File: config.mk
export PLATFORM = sky130hd
export DESIGN_NAME = scl_irq_unit
export DESIGN_NICKNAME = d
export VERILOG_FILES = /design/src/rtl/scl_pkg.sv /design/src/rtl/scl_line_ctr.sv /design/src/rtl/scl_status_flags.sv /design/src/rtl/scl_irq_unit.sv
export SDC_FILE = /design/constraint.sdc
export NUM_CORES = 1
export LEC_CHECK = 0
export BUFFER_PORTS_ARGS = -buffer_cell sky130_fd_sc_hd__buf_2
export CAP_MARGIN = 40
export CORE_MARGIN = 2
export CORE_UTILIZATION = 30
export CTS_CLUSTER_DIAMETER = 200
export DETAILED_ROUTE_END_ITERATION = 12
export SLEW_MARGIN = 20
export SYNTH_ARGS = -nofsm -noshare
export SYNTH_HDL_FRONTEND = slang
export SYNTH_HIERARCHICAL = 1
export SYNTH_SLANG_ARGS = --single-unit
export TNS_END_PERCENT = 30
File: constraint.sdc
create_clock -name clk -period 1.5 [get_ports clk]
set_input_delay 0.15 -clock clk [delete_from_list [all_inputs] [get_ports clk]]
set_output_delay 0.15 -clock clk [all_outputs]
set_load 0.01 [all_outputs]
File: src/rtl/scl_pkg.sv
// Package scl_pkg
// Shared constants and the flag record for the scanline compare unit.
// Assumes an 8-bit CPU data bus; the status bit positions are fixed.
package scl_pkg;
    localparam int unsigned DATA_W   = 8;
    localparam int unsigned PEND_BIT = 7;
    localparam int unsigned INFR_BIT = 6;
    localparam int unsigned EN_BIT   = 7;

    typedef struct packed {
        logic pend;
        logic inframe;
    } scl_flags_t;
endpackage

File: src/rtl/scl_line_ctr.sv
// Module scl_line_ctr
// Keeps the line count for a frame. It clears the count on the frame-end
// pulse, compares and advances it on the other pulses, and holds it at
// LAST_LINE. Assumes line_pulse lasts one cycle and line_num is steady with it.
module scl_line_ctr #(
    parameter int unsigned LINE_W    = 8,
    parameter int unsigned LAST_LINE = 240
) (
    input  logic              clk,
    input  logic              rst_n,
    input  logic              line_pulse,
    input  logic [LINE_W-1:0] line_num,
    input  logic [LINE_W-1:0] target,
    output logic              frame_end,
    output logic              hit,
    output logic              reach
);
    localparam logic [LINE_W-1:0] LAST_V = LINE_W'(LAST_LINE);
    localparam logic [LINE_W-1:0] PRE_V  = LINE_W'(LAST_LINE - 1);

    logic [LINE_W-1:0] count_q;
    logic              active;

    // Decode the kind of pulse for this cycle
    always_comb begin
        frame_end = line_pulse && (line_num == LAST_V);
        active    = line_pulse && !frame_end && (count_q < LAST_V);
        hit       = active && (count_q == target);
        reach     = active && (count_q == PRE_V);
    end

    // Count register: clear at frame end, step on active pulses
    always_ff @(posedge clk) begin
        if (!rst_n)          count_q <= '0;
        else if (frame_end)  count_q <= '0;
        else if (active)     count_q <= count_q + 1'b1;
    end


    cnt_bound_chk: assert property (@(posedge clk) disable iff (!rst_n)
        count_q <= LAST_V);

    cnt_hold_chk: assert property (@(posedge clk) disable iff (!rst_n)
        (count_q == LAST_V && !frame_end) |=> count_q == LAST_V);

    cnt_step_chk: assert property (@(posedge clk) disable iff (!rst_n)
        active |=> count_q == $past(count_q) + 1'b1);
endmodule

File: src/rtl/scl_status_flags.sv
// Module scl_status_flags
// Holds the pending and in-frame flags and the interrupt line. It applies
// acknowledge and write clears first and then match sets, so a same-cycle
// match wins. Frame start and frame end override both.
module scl_status_flags
    import scl_pkg::*;
(
    input  logic       clk,
    input  logic       rst_n,
    input  logic       frame_end,
    input  logic       hit,
    input  logic       reach,
    input  logic       ack,
    input  logic       wr_any,
    input  logic       enable,
    output scl_flags_t flags,
    output logic       irq
);
    scl_flags_t flags_d;
    logic       irq_d;

    // Next-state for the flags by priority
    always_comb begin
        flags_d = flags;
        if (ack) flags_d.pend = 1'b0;
        if (hit) flags_d.pend = 1'b1;
        if (reach) begin
            flags_d.pend    = 1'b0;
            flags_d.inframe = 1'b0;
        end
        if (frame_end) begin
            flags_d.pend    = 1'b0;
            flags_d.inframe = 1'b1;
        end
    end

    // Next-state for the interrupt line
    always_comb begin
        irq_d = irq;
        if (ack || wr_any) irq_d = 1'b0;
        if (hit && enable) irq_d = 1'b1;
    end

    // State registers
    always_ff @(posedge clk) begin
        if (!rst_n) begin
            flags <= '0;
            irq   <= 1'b0;
        end else begin
            flags <= flags_d;
            irq   <= irq_d;
        end
    end


    frame_load_chk: assert property (@(posedge clk) disable iff (!rst_n)
        frame_end |=> flags.inframe && !flags.pend);

    irq_cause_chk: assert property (@(posedge clk) disable iff (!rst_n)
        $rose(irq) |-> $past(hit && enable));

    end_clear_chk: assert property (@(posedge clk) disable iff (!rst_n)
        reach |=> flags == '0);
endmodule

File: src/rtl/scl_irq_unit.sv
// Module scl_irq_unit
// Top of the scanline compare interrupt unit. It holds the target and enable
// registers, decodes CPU accesses and drives read data. Assumes LINE_W <= 8,
// one-cycle strobes, and never a read and a write in the same cycle.
module scl_irq_unit
    import scl_pkg::*;
#(
    parameter int unsigned LINE_W    = 8,
    parameter int unsigned LAST_LINE = 240
) (
    input  logic              clk,
    input  logic              rst_n,
    input  logic              line_pulse,
    input  logic [LINE_W-1:0] line_num,
    input  logic              cpu_sel,
    input  logic              cpu_wr,
    input  logic              cpu_rd,
    input  logic              cpu_dbg,
    input  logic [DATA_W-1:0] cpu_wdata,
    output logic [DATA_W-1:0] cpu_rdata,
    output logic              irq
);
    logic [LINE_W-1:0] target_q;
    logic              enable_q;
    logic              frame_end, hit, reach, ack;
    scl_flags_t        flags;
    logic [DATA_W-1:0] status;

    // Target and enable registers
    always_ff @(posedge clk) begin
        if (!rst_n) begin
            target_q <= '0;
            enable_q <= 1'b0;
        end else if (cpu_wr) begin
            if (cpu_sel) enable_q <= cpu_wdata[EN_BIT];
            else         target_q <= cpu_wdata[LINE_W-1:0];
        end
    end

    // Access decode and status byte assembly
    always_comb begin
        ack                = cpu_rd && cpu_sel && !cpu_dbg;
        status             = '0;
        status[PEND_BIT]   = flags.pend;
        status[INFR_BIT]   = flags.inframe;
        cpu_rdata          = (cpu_rd && cpu_sel) ? status : '0;
    end

    scl_line_ctr #(.LINE_W(LINE_W), .LAST_LINE(LAST_LINE)) u_ctr (
        .clk        (clk),
        .rst_n      (rst_n),
        .line_pulse (line_pulse),
        .line_num   (line_num),
        .target     (target_q),
        .frame_end  (frame_end),
        .hit        (hit),
        .reach      (reach)
    );

    scl_status_flags u_flags (
        .clk       (clk),
        .rst_n     (rst_n),
        .frame_end (frame_end),
        .hit       (hit),
        .reach     (reach),
        .ack       (ack),
        .wr_any    (cpu_wr),
        .enable    (enable_q),
        .flags     (flags),
        .irq       (irq)
    );


    wr_drop_chk: assert property (@(posedge clk) disable iff (!rst_n)
        (cpu_wr && !line_pulse) |=> !irq);

    ack_drop_chk: assert property (@(posedge clk) disable iff (!rst_n)
        (cpu_rd && cpu_sel && !cpu_dbg && !line_pulse) |=> (!irq && !flags.pend && $stable(flags.inframe)));

    dbg_keep_chk: assert property (@(posedge clk) disable iff (!rst_n)
        (cpu_rd && cpu_dbg && !cpu_wr && !line_pulse) |=> ($stable(flags) && $stable(irq)));

    en_gate_chk: assert property (@(posedge clk) disable iff (!rst_n)
        $rose(irq) |-> $past(enable_q));
endmodule

# Word-level counts from Yosys, hierarchy flattened
# Cells that the tools add are included.
[word_totals]
elab_cells = 38
register_bits = 20
output_inout_bits = 9
input_bits = 23
[classes]
mux = 7
order_cmp = 1
add_sub_neg = 1
n_eq_ne = 3
reduce_logical = 18
bitwise = 2
[op_table]
columns = ["op", "count"]
rows = [
  ["8-bit equality test (second input constant)", 2],
  ["8-bit by 1-bit adder with 8-bit output (second input constant)", 1],
  ["8-bit equality test", 1],
  ["1-bit logical AND", 8],
  ["8-bit less-than comparator (second input constant)", 1],
  ["8-bit two-way mux", 1],
  ["1-bit two-way mux", 6],
  ["2-bit nonzero test", 3],
  ["2-bit AND reduction", 2],
  ["3-bit OR reduction", 1],
  ["1-bit zero test", 2],
  ["1-bit inverter", 2],
  ["2-bit OR reduction", 1],
  ["1-bit logical OR", 1],
]

# Logic depth before layout (Yosys ltp)
[logic_depth]
depth_word = 8
ltp_mapped = 6
ltp_nobuf = 5

# Hierarchy
# Netlist, hierarchy kept.
[by_module_without_submodules]
columns = ["mod", "n_inst", "cells_per_inst", "area_per_inst_um2", "seq_area_each_um2"]
rows = [
  ["scl_line_ctr", 1, 63, 529.3, 160.2],
  ["scl_irq_unit", 1, 51, 447.9, 180.2],
  ["scl_status_flags", 1, 10, 115.1, 60.1],
]

# Least setup slack after synthesis
# No wires, ideal clock.
[synth_timing]
path_type = "flip-flop to flip-flop"
startpoint = "register u_ctr.count_q[0]"
endpoint = "register u_ctr.count_q[6]"
path_slack_ns = 0.108
path_buffers = 0
setup_ns = 0.070
arrival_time_ns = 1.322
synth_period_minus_slack_ns = 1.392
t_required_ns = 1.430
path_stages_with_launch = 5
path_cell_list = "dfxtp_1 -> ha_1 -> nand3_1 -> or4_1 -> a21oi_1"
[synth_between]
elab_chain_cells = 2
word_cells_on_any_way = 3
classes_between = "1 x add/sub; 1 x order compare; 1 x reduce/logical"
[synth_rtl]
columns = ["element", "line_no", "source"]
rows = [
  ["start: declaration", "scl_line_ctr.sv:21", "logic [LINE_W-1:0] count_q;"],
  ["start signal: assignment", "scl_line_ctr.sv:36", "else if (active) count_q <= count_q + 1'b1;"],
  ["8-bit less-than comparator", "scl_line_ctr.sv:27", "active = line_pulse && !frame_end && (count_q < LAST_V);"],
  ["1-bit logical AND", "scl_line_ctr.sv:27", ""],
]
# Several ways; a longest one is shown, not always the timed one.
# A chain may end at the register's enable or synchronous reset.

# Worst setup path after layout
[layout_timing]
startpoint = "register u_ctr.count_q[7]"
endpoint = "register u_ctr.count_q[5]"
[layout_between]
elab_chain_cells = 2
[layout_rtl]
columns = ["element", "line_no"]
rows = [
  ["8-bit less-than comparator", "scl_line_ctr.sv:27"],
  ["1-bit logical AND", "scl_line_ctr.sv:27"],
]
# Every way passes these cells.

==> impl_results.md <==
* WL met2 at roughly 1100 um
* Hold path cells at 3
* CP max FO at 10
* Comb power frac at 14.6%
* Count of cell types in the netlist at 31
* Final WS setup at ~0.06 ns
* Initial DRC Count at 17
* Met1 WL at 953 um
* Buffers added on ports at 25
* Worst-margin pin slew at about 0.5 ns
* Finished Core Util at 38.0%
* R2r endpoint: u_ctr/count_q[5]
* Synth Instances at between 100 and 150
* Core footprint at about 3400 um2
* CTS root buf: clkbuf_4
* Clock-pin slew on the worst setup and hold paths at 0.11 ns
* HP Start: cpu_wdata[2]
* Fmax at about 700 MHz
* Main flop type after synthesis: dfxtp_1
* Num rows at 21
* CP Capture Type: register
* Post-Syn Area at between 1000 and 1500 um2
* Clock power share at a little under a third
* Yosys top cell area share at 36.7%
* Pleak at about 0.54 nW
* Die Ht at 64.3 um
* Most frequent cell after synthesis: nand2_1
* Count of state elements after synthesis at 20
* Inst Count DP at around 200
* Unrepaired setup endpoints after global routing: yes
* Largest net degree at the start of global routing at 23
* Mean routed wirelength per cell at between 10 and 15 um
* Area leader, netlist: dfxtp_1
* Pre-antenna DRT Iters at 4
* Hold_ws at around 0.086 ns
* Switching Fraction at 24.3%
* H-tree depth at 1
* Worst-skew pair later-pin latency at 0.30 ns
* Post-DP Area at approximately 1200 um2
* Req. time, crit path at 1.73 ns
* Skew final at between 0.004 and 0.005 ns
* Final min period at 1.44 ns
* Remaining global-route overflow at 0
* Vias at between 900 and 1,000
* DP Worst Slack at -0.126 ns
* Flop-to-flop setup slack at around 0.059 ns
* Die Wd at between 60 and 70 um
* Vias per cell at 4.71
* Status: finished, final reports clean
* CTS buffer count at 3
* Top Layer Used: met4
* Ranking of synthesized cells by area: dfxtp_1 37%, mux2i_1 9.2%, nand2_1 7.2%, xnor2_1 6.4%, buf_4 5.5%
* Setup Crit Path Kind: reg -> reg
* Synth warnings at 6
* Peak VDD IR at 520 uV
* Pins Over Slew Limit at 0
* Post-synth EDFFs at 0
* Synth async-reset ratio at 0%
* Post-CTS Setup Bufs at 0
* Layout cells sized above 1 at between 20% and 30%
* Final period util at just under 100%
* PwrDens at roughly 800 nW/um2
* R2R depth at 5
* WHS Endpoint: target_q[2]
* Startpoint types: register
* Setup Viol. Count Final at 0
* Ordered cell list for the critical path: nand4_1 -> o211ai_2 -> buf_6 -> or4_1 -> a21oi_2
* Cts hold-fix bufs at 0
* Global Route Usage Sum at a little under an eighth
* Slew headroom at approximately two thirds
* Area Overhead vs Synth at 18.9%
* HP Class: in -> reg
* # IOs at 32
* Final Hold Fails at 0
* DIE AREA at about 4100 um2
* Nets@finish at about 180
* GPL Wtd Cong at 0.755
* First-pass GRT wire length at around 3800 um
* Non-Filler Instances at 200
* Worst EP arrival at ~1.7 ns
* Switch Pwr at ~0.25 mW
* Remaining DRCs at 0
* Max Buffers Root-to-Sink at 2
* Cell internal pwr at slightly below 0.8 mW
* Commonest cells in the netlist: 21 x nand2_1, 20 x dfxtp_1, 10 x mux2i_1, 8 x buf_4, 8 x xnor2_1
* Final instance area at roughly 1300 um2
* HPWL Detailed at between 1500 and 2000 um
* CTS tree: yes
* Avg Synthesized Cell Area at roughly 9 um2
* # diodes at 0
* Setup total negative slack at 0 ns
* Slowest CP cell: or4_1
* Max-cap violations at 0
* Sequential fraction of the synthesis area at a little over a third
* Pwr Total at 1.03 mW
* Vias in the first global route at 897
* CP max stage delay at roughly 0.49 ns
* Initial core utilization at 32.0%
* Sequential power share at a little under three fifths
* WL final at roughly 2200 um
* CTS Sinks at 20
* DRT antenna net count at 0
* Met3 wire length at roughly 77 um
* Initial antenna violation count at 0
* R2r startpoint: u_ctr/count_q[7]
logic make-up after synthesis:
group                    share of synthesized area [%]
multiplexers                                      9.16
AND/OR/NAND/NOR                                   24.7
flip-flops                                        36.7
AO/OA/AOI/OAI                                     9.74
other                                            0.343
adder cells (fa/ha/maj)                           1.15
XOR/XNOR                                          7.22
buffers and inverters                             11.0
state kept, by name, indices dropped and copies added, names as in the netlist:
name,flops
u_flags/irq,1
enable_q,1
target_q,8
u_flags/flags,2
u_ctr/count_q,8
cell usage in the layout, fill, tap and decap left out, drive strengths merged:
cell    Yosys  final
mux2i      10     10
a21oi       6      6
dfxtp      20     20
inv         4      4
nand4       5      5
nor4        1      1
nand2      21     21
nand3       3      3
nor2b       3      3
nor3        2      2
xor2        1      1
or3         2      2
o21a        1      1
o211ai      1      1
buf        12     33
o211a       1      1
o31ai       3      3
conb        1      6
or4         5      5
nand2b      1      1
ha          1      1
and4bb      1      1
a31o        1      1
o21ai       3      3
clkbuf      0      4
nor2        5      5
and3        2      2
xnor2       8      8
cell type report:
type,count,area (um2)
fill,367,2120
multi-input combinational,93,599
sequential,20,402
timing repair buffer,33,189
tap,46,57.6
clock buffer,4,36.3
inverter,4,15.0
power groups by stage:
stage               logic, mW  registers, mW  clock network (mW)
detailed placement      0.150          0.579                   0
floorplan               0.110          0.580                   0
global placement        0.144          0.578                   0
global route            0.173          0.570               0.342
finish                  0.150          0.566               0.309
CTS                     0.151          0.567               0.328
routing by layer:
metal	vias to the layer above	global-route usage, %
met4	0	4.79
met1	437	13.3
met3	4	2.29
met5	-	0
met2	19	20.1
li1	482	-
how the worst max path moves through the flow:
stage | from | endpoint | slack (ns) | cells after the start
after floorplan | u_ctr/count_q[0] | u_ctr/count_q[6] | 0.11 | 4
after global placement | line_num[1] | u_ctr/count_q[0] | -0.06 | 5
after detailed placement | line_num[1] | u_ctr/count_q[0] | -0.13 | 5
after CTS | u_ctr/count_q[5] | u_ctr/count_q[5] | 0.002 | 5
after global routing | u_ctr/count_q[7] | u_ctr/count_q[5] | -0.03 | 5
final | u_ctr/count_q[7] | u_ctr/count_q[5] | 0.06 | 5
critical path, delay by kind of cell, from the launching register on:
family                 cells  cell delay [ns]
AND/OR/NAND/NOR            2             0.62
flip-flops                 1             0.34
AO/OA/AOI/OAI              2             0.25
buffers and inverters      1             0.16
repair_timing:
action / 4_1_cts / 5_1_grt
resized for setup: 0 / 4
pin swaps: 1 / 3
setup endpoints to repair: 1 / 5
No activity file was read; power rests on OpenSTA's default activity.
